[src/rtl/mcrypt_pkg.sv]
package mcrypt_pkg;

    // Guest paging mode encoding
    typedef enum logic [1:0] {
        PM_REAL = 2'd0,
        PM_PROT = 2'd1,
        PM_PAE  = 2'd2,
        PM_LONG = 2'd3
    } pmode_e;

    // Attributes of one request, apart from address and tag
    typedef struct packed {
        logic   dma;
        logic   fetch;
        logic   walk;
        pmode_e pmode;
    } req_attr_t;

    // Outcome flags of one decision
    typedef struct packed {
        logic enc;
        logic den;
    } verdict_t;

    // Paging modes in which the guest cannot drive the marker itself
    function automatic logic pm_forces_private(input pmode_e m);
        return (m == PM_REAL) || (m == PM_PROT);
    endfunction

endpackage

[src/rtl/mcrypt_decide.sv]
module mcrypt_decide
    import mcrypt_pkg::*;
#(
    parameter int TAG_W = 3,
    localparam int NSLOT = 1 << TAG_W
) (
    input  logic             marker,
    input  logic [TAG_W-1:0] tag,
    input  req_attr_t        attr,
    input  logic             force_all,
    input  logic             guest_req,
    input  logic [NSLOT-1:0] slot_ok,
    output verdict_t         verdict,
    output logic [TAG_W-1:0] slot
);
    logic guest, cpu_priv, priv, want, dma_block, miss;
    logic [TAG_W-1:0] sel;

    always_comb begin
        // transparent mode shuts off per-guest keying
        guest     = guest_req && !force_all && (tag != '0);
        cpu_priv  = marker || attr.fetch || attr.walk || pm_forces_private(attr.pmode);
        priv      = guest && (attr.dma ? marker : cpu_priv);
        want      = force_all || priv || (!guest && marker);
        sel       = priv ? tag : '0;
        dma_block = guest && attr.dma && marker;
        miss      = want && !slot_ok[sel];
        verdict.den = dma_block || miss;
        verdict.enc = want && !verdict.den;
        slot        = verdict.den ? '0 : sel;
    end
endmodule

[src/rtl/mcrypt_keystore.sv]
module mcrypt_keystore #(
    parameter int TAG_W = 3,
    parameter int KEY_W = 128,
    localparam int NSLOT = 1 << TAG_W
) (
    input  logic             clk,
    input  logic             rst,
    input  logic             we,
    input  logic [TAG_W-1:0] wr_slot,
    input  logic [KEY_W-1:0] wr_key,
    input  logic [TAG_W-1:0] rd_slot,
    output logic [KEY_W-1:0] rd_key,
    output logic [NSLOT-1:0] slot_ok
);
    logic [KEY_W-1:0] key_q [NSLOT];
    logic             ok_q  [NSLOT];

    for (genvar s = 0; s < NSLOT; s++) begin : g_slot
        always_ff @(posedge clk) begin
            if (rst) begin
                key_q[s] <= '0;
                ok_q[s]  <= 1'b0;
            end else if (we && (wr_slot == TAG_W'(s))) begin
                key_q[s] <= wr_key;
                ok_q[s]  <= 1'b1;
            end
        end
        assign slot_ok[s] = ok_q[s];
    end

    // read port feeds only the cipher engine
    assign rd_key = key_q[rd_slot];
endmodule

[src/rtl/mcrypt_policy.sv]
module mcrypt_policy
    import mcrypt_pkg::*;
#(
    parameter int ADDR_W   = 48,
    parameter int MARK_BIT = 47,
    parameter int TAG_W    = 3,
    parameter int KEY_W    = 128
) (
    input  logic              clk,
    input  logic              rst,
    input  logic              cfg_transparent,
    input  logic              cfg_guest_keys,
    input  logic              req_valid,
    output logic              req_ready,
    input  logic [ADDR_W-1:0] req_addr,
    input  logic              req_dma,
    input  logic [TAG_W-1:0]  req_tag,
    input  logic [1:0]        req_pmode,
    input  logic              req_fetch,
    input  logic              req_walk,
    input  logic              kl_valid,
    output logic              kl_ready,
    input  logic [TAG_W-1:0]  kl_slot,
    input  logic [KEY_W-1:0]  kl_key,
    output logic              out_valid,
    input  logic              out_ready,
    output logic              out_encrypt,
    output logic [TAG_W-1:0]  out_slot,
    output logic [KEY_W-1:0]  out_key,
    output logic [ADDR_W-1:0] out_addr,
    output logic              out_denied
);
    localparam int NSLOT = 1 << TAG_W;
    localparam logic [ADDR_W-1:0] MARK_MASK = ADDR_W'(1) << MARK_BIT;

    req_attr_t        attr;
    verdict_t         d_verdict, q_verdict;
    logic [TAG_W-1:0] d_slot, q_slot;
    logic [ADDR_W-1:0] q_addr;
    logic             q_valid, fire, key_we;
    logic [NSLOT-1:0] slot_ok;
    logic [KEY_W-1:0] rd_key;

    assign attr = '{dma: req_dma, fetch: req_fetch, walk: req_walk,
                    pmode: pmode_e'(req_pmode)};

    mcrypt_decide #(.TAG_W(TAG_W)) i_decide (
        .marker    (req_addr[MARK_BIT]),
        .tag       (req_tag),
        .attr      (attr),
        .force_all (cfg_transparent),
        .guest_req (cfg_guest_keys),
        .slot_ok   (slot_ok),
        .verdict   (d_verdict),
        .slot      (d_slot)
    );

    mcrypt_keystore #(.TAG_W(TAG_W), .KEY_W(KEY_W)) i_keys (
        .clk     (clk),
        .rst     (rst),
        .we      (key_we),
        .wr_slot (kl_slot),
        .wr_key  (kl_key),
        .rd_slot (q_slot),
        .rd_key  (rd_key),
        .slot_ok (slot_ok)
    );

    assign req_ready = !q_valid || out_ready;
    assign fire      = req_valid && req_ready;

    // a slot is busy while a held or an entering request is keyed by it
    assign kl_ready = !(q_valid && q_verdict.enc && (q_slot == kl_slot))
                   && !(fire && d_verdict.enc && (d_slot == kl_slot));
    assign key_we   = kl_valid && kl_ready;

    always_ff @(posedge clk) begin
        if (rst) begin
            q_valid   <= 1'b0;
            q_verdict <= '0;
            q_slot    <= '0;
            q_addr    <= '0;
        end else begin
            if (req_ready) q_valid <= req_valid;
            if (fire) begin
                q_verdict <= d_verdict;
                q_slot    <= d_slot;
                q_addr    <= req_addr & ~MARK_MASK;
            end
        end
    end

    assign out_valid   = q_valid;
    assign out_encrypt = q_verdict.enc;
    assign out_denied  = q_verdict.den;
    assign out_slot    = q_slot;
    assign out_addr    = q_addr;
    assign out_key     = q_verdict.enc ? rd_key : '0;
endmodule

[config.mk]
export PLATFORM = sky130hd
export DESIGN_NAME = mcrypt_policy
export DESIGN_NICKNAME = d
export VERILOG_FILES = /design/src/rtl/mcrypt_pkg.sv /design/src/rtl/mcrypt_decide.sv /design/src/rtl/mcrypt_keystore.sv /design/src/rtl/mcrypt_policy.sv
export SDC_FILE = /design/constraint.sdc
export NUM_CORES = 2
export LEC_CHECK = 0
export BUFFER_PORTS_ARGS = -buffer_cell sky130_fd_sc_hd__buf_2
export CAP_MARGIN = 30
export CORE_MARGIN = 2
export CORE_UTILIZATION = 35
export CTS_CLUSTER_SIZE = 20
export DETAILED_ROUTE_END_ITERATION = 10
export HOLD_SLACK_MARGIN = 0.1
export PLACE_DENSITY = 0.48
export SETUP_SLACK_MARGIN = 0.5
export SYNTH_ARGS = -nofsm -noshare
export SYNTH_HDL_FRONTEND = slang
export SYNTH_SLANG_ARGS = --single-unit
[constraint.sdc]
create_clock -name clk -period 8.75 [get_ports clk]
set_clock_uncertainty 0.2 [all_clocks]
set_input_delay 0.875 -clock clk [delete_from_list [all_inputs] [get_ports clk]]
set_output_delay 0.875 -clock clk [all_outputs]
set_load 0.02 [all_outputs]
**After elaboration in Yosys (flattened, before gate mapping)**

Memory sizes are Yosys's and may differ from the RTL's. A register that Yosys moved wholly into a read port is not among the register bits.
Index checks and enable logic that the tools add are counted.

- Word-level logic and storage cells: 125
- Output and inout bits: 184
- Memories kept: 2
- Bits in registers: 53
- Input bits: 194
- Memory bits (writable): 1032

Memories:

| memory | depth | bits a word | rd ports | clocked after Yosys merged registers in | write ports | RTL line | text |
|---|---|---|---|---|---|---|---|
| i_keys.key_q | 8 | 128 | 1 | 1 | 8 | mcrypt_keystore.sv:15 | `logic [KEY_W-1:0] key_q [NSLOT];` |
| i_keys.ok_q | 8 | 1 | 8 | 0 | 8 | mcrypt_keystore.sv:16 | `logic ok_q [NSLOT];` |

- Reductions and logical operators: 41
- $lt $le $gt $ge: 1
- Equality and inequality tests: 10
- Muxes and demuxes: 50
- Bitwise operators: 16

Operators with widths:

| operator | number |
|---|---|
| 128-bit two-way mux | 9 |
| 1-bit two-way mux | 36 |
| 1-bit logical AND | 23 |
| 1-bit OR | 16 |
| 3-bit equality test, second input constant | 4 |
| 3-bit two-way mux | 4 |
| 1-bit logical OR | 8 |
| 1-bit logical NOT | 7 |
| 3-bit by 2-bit equality test with 1-bit output, second input constant | 2 |
| 3-bit equality test | 2 |
| 3-bit by 4-bit < comparator with 1-bit output, second input constant | 1 |
| 1-bit binary-select mux with 3-bit select | 1 |
| 3-bit by 1-bit equality test with 1-bit output, second input constant | 1 |
| 3-bit logical NOT | 1 |
| 3-bit nonzero test | 1 |
| 2-bit by 1-bit equality test with 1-bit output, second input constant | 1 |
| 2-bit logical NOT | 1 |

**Depth between registers and ports, before layout**

- Word-level depth: 23
- Mapped depth: 11
- Gate-level depth less buffers: 7

**Modules after synthesis**

Synthesis repeated with hierarchy kept, for this count alone.

- Cell total of the unflattened synthesis: 3329
- Area total of the unflattened synthesis: 49175.9 sq um

Modules (own cells, without submodules):

| module | area an instance (sq um) | cells an instance | seq. area each (sq um) | instances |
|---|---|---|---|---|
| mcrypt_keystore | 45895.3 | 2895 | 30979.7 | 1 |
| mcrypt_policy | 3019.1 | 398 | 1061.0 | 1 |
| mcrypt_decide | 261.5 | 36 | 0.0 | 1 |

**Least setup slack after synthesis**

Ideal clock, no wire load.

- Kind: input to register
- From: input req_addr[47]
- To: memory i_keys.key_q[3][0] (enable)
- Path slack: 2.837 ns
- Data required time: 8.053 ns
- Library setup time: 0.497 ns
- Buffers on the path: 1
- Stages on the path: 8
- Arrival time: 5.216 ns
- Path through: or4b_4 and3_1 nand4b_1 and3_1 buf_2 o31ai_2 inv_2 a41o_1

RTL lines:

| what | RTL line | text |
|---|---|---|
| start: declaration | mcrypt_policy.sv:15 | `input logic [ADDR_W-1:0] req_addr,` |
| end: declaration | mcrypt_keystore.sv:15 |  |

==> flow_summary.ini <==
[critical_path]
cpLargestDelayFamily = simple AND/OR/NAND/NOR gates
crit_path_start_kind = input pin
crit_slowest_cell = buf_4
path_buf_inv = 3
critPathCaptureType = flip-flop
cp.required_ns = 8.89
critical_path_arrival_ns = 4.67
crit_chain = buf_2, or4b_4, and3_1, nand4b_1, and3_1, o31ai_4, inv_2, a31o_4, buf_4
worst-path-max-fanout = 47
path_common_cell = and3_1
max_stage_delay_ns = 0.85
path_class = input pin to flip-flop

[sta]
period_share = 0.517
min_period_ns = 4.52
maxSlewViolCount = 0
setup-tns-final_ns = 0
relSlewSlack = 0.239
fmax_mhz = 221
worst_pin_slew_ns = 1.14
rsz0062_at_grt = false
holdWs_ns = 0.163
hold_viol_final = 0
final-setup-viol-count = 0

[logic_synthesis]
synth.area.top_cells = edfxtp_1 65%, mux4_2 12%, nor2_1 7.5%
synth_area_sq_mm = 0.0473
synth.avg_cell_area_sq_um = 14.0
synth_top_area_cell = edfxtp_1
synth_top_cell_area_share = 0.654
synth-seq-area-share = 0.679
ys_ff_latch = 1088
synth.net_count = 3582
synth_cell_types = 47
synthArstFlopShare = 0
syn_inst = 3388
synth_edf_count = 1031
yosysWarnings = 0
synth_flop_cell = edfxtp_1

[floorplanning]
coreArea_sq_mm = 0.134
initial_core_util = 0.354
fp.dieH_um = 372
die_x_um = 372
ios = 378
die-area_sq_mm = 0.138
rows = 134

[global_route]
overflow = 0
grt_max_degree = 167
grt_util_all_layers = 0.207
grt_pass1_wl_um = 207000
grt_pass1_vias = 30100
antenna_found_initial = 26

[final_layout]
multiInputGateArea_sq_mm = 0.0142
final_cell_mix = 1031 x edfxtp_1, 947 x nor2_1, 375 x buf_2, 357 x nand2_1, 256 x mux4_2
finalNonFillerCells = 5544
syn_to_final_growth_pct = 15.5
drive_gt1_frac = 0.229
final_common_cell = edfxtp_1
finalNetCount = 3872
regArea_sq_mm = 0.0321
final_area_sq_mm = 0.0546
fillCellCount = 12700

[drt]
firstDrtPassIters = 5
wl_um = 143000
drt-wirelength-per-cell_um = 25.8
post-route-drc-count = 0
ant_nets = 0
drtIter0Drc = 2437
route.vias.total = 28800
viasPerCell = 5.20

[power_and_ir_drop]
leakagePower_nw = 17.8
power_mw = 11.7
power_density_mw_per_mm2 = 214
peakVddDrop_mv = 0.188

[place]
dpl_cell_area_sq_mm = 0.0511
dp_cells = 5325
port_buffers = 375
place_congestion = 0.833
dp_hpwl_um = 73000

[clock_network]
ctsHtreeMaxLevel = 3
cts_buffer_depth = 3
clk_pin_slew_ns = 0.06
post_cts_buffers = 0
cts_resized = 0
cts_tree = done
cts_sinks = 1088
root_buffer = clkbuf_16
numCtsBuffers = 118
clk_latency_ns = 0.74

[hold_path]
min_path_type = input pin to flip-flop

[flow_run]
maxCapViolations = 0

[run_status]
status = complete, no violations
==> power by group <==
group,total [mW],internal (mW),switching [mW]
logic,0.898,0.288,0.610
registers,6.13,6.04,0.0876
clock network,4.68,2.60,2.09
total,11.7,8.93,2.78
==> worst min-delay path: stages <==
cell and delay [ns]:
buf_2 0.10, nand2_1 0.04, a21oi_1 0.05
==> cells by family (layout without fill, tap and decap cells) <==
logic type | count (synthesis) | after routing | synth area share
xor+xnor | 3 | 3 | 0.000555
simple gates | 1562 | 1562 | 0.135
flops | 1088 | 1088 | 0.679
compound gates | 81 | 81 | 0.0109
buf+inv | 267 | 648 | 0.0252
other cells | 1 | 8 | 0.0000793
mux | 386 | 386 | 0.149
==> repair_timing <==
action                                  CTS  global route
endpoints found under the setup margin    0             0
hold endpoints to repair                  1             0
hold buffers                              1             0
==> sequential cells by signal, indices dropped and copies added (netlist names), named ones only <==
register and count:
i_keys.key_q 1024, i_keys.ok_q 8, out_addr 47, out_denied 1, out_encrypt 1, out_slot 3
out_valid 1
==> synthesized netlist by cell type, drive strengths merged, types with 4 or more instances <==
library cell	instances
mux2i	130
inv	5
nor2b	132
o311ai	4
edfxtp	1031
nand2b	5
nand2	358
buf	148
mux4	256
nor3	93
dfxtp	57
nor2	947
a31o	7
a21oi	51
clkbuf	114
o21ai	4
==> final cells by class <==
| cell class | count | area share |
|---|---|---|
| timing repair buffer | 432 | 0.0470 |
| multi-input combinational | 2033 | 0.259 |
| sequential | 1088 | 0.588 |
| tap | 1768 | 0.0405 |
| inverter | 5 | 0.000343 |
| clock buffer | 161 | 0.0578 |
| clock inverter | 50 | 0.00687 |
| antenna | 7 | 0.000321 |
==> final timing paths <==
path / end / slack [ns] / cells after the start / start
setup / recovery: i_keys.key_q[2][46] / 4.23 / 9 / req_addr[47]
hold / removal: out_addr[44] / 0.16 / 3 / req_addr[44]
setup reg to reg: i_keys.key_q[2][46] / 4.48 / 8 / i_keys.ok_q[0][2]
hold reg to reg: out_addr[10] / 0.25 / 2 / out_addr[10]
==> through the flow <==
step,worst slack [ns],util
after floorplan,2.84,-
after global placement,3.39,0.380
after detailed placement,3.44,0.382
after CTS,4.10,0.408
after global routing,4.01,0.408
final,4.23,0.408
==> per-layer routing <==
metal / part of all wire / track usage / vias to the layer above
met1: 0.43 / 0.281 / 15000
met4: 0.020 / 0.0530 / 26
li1: - / - / 12900
met2: 0.49 / 0.344 / 783
met5: 0.0012 / 0 / -
met3: 0.059 / 0.0367 / 194
Power figures use the tool's default switching activity.
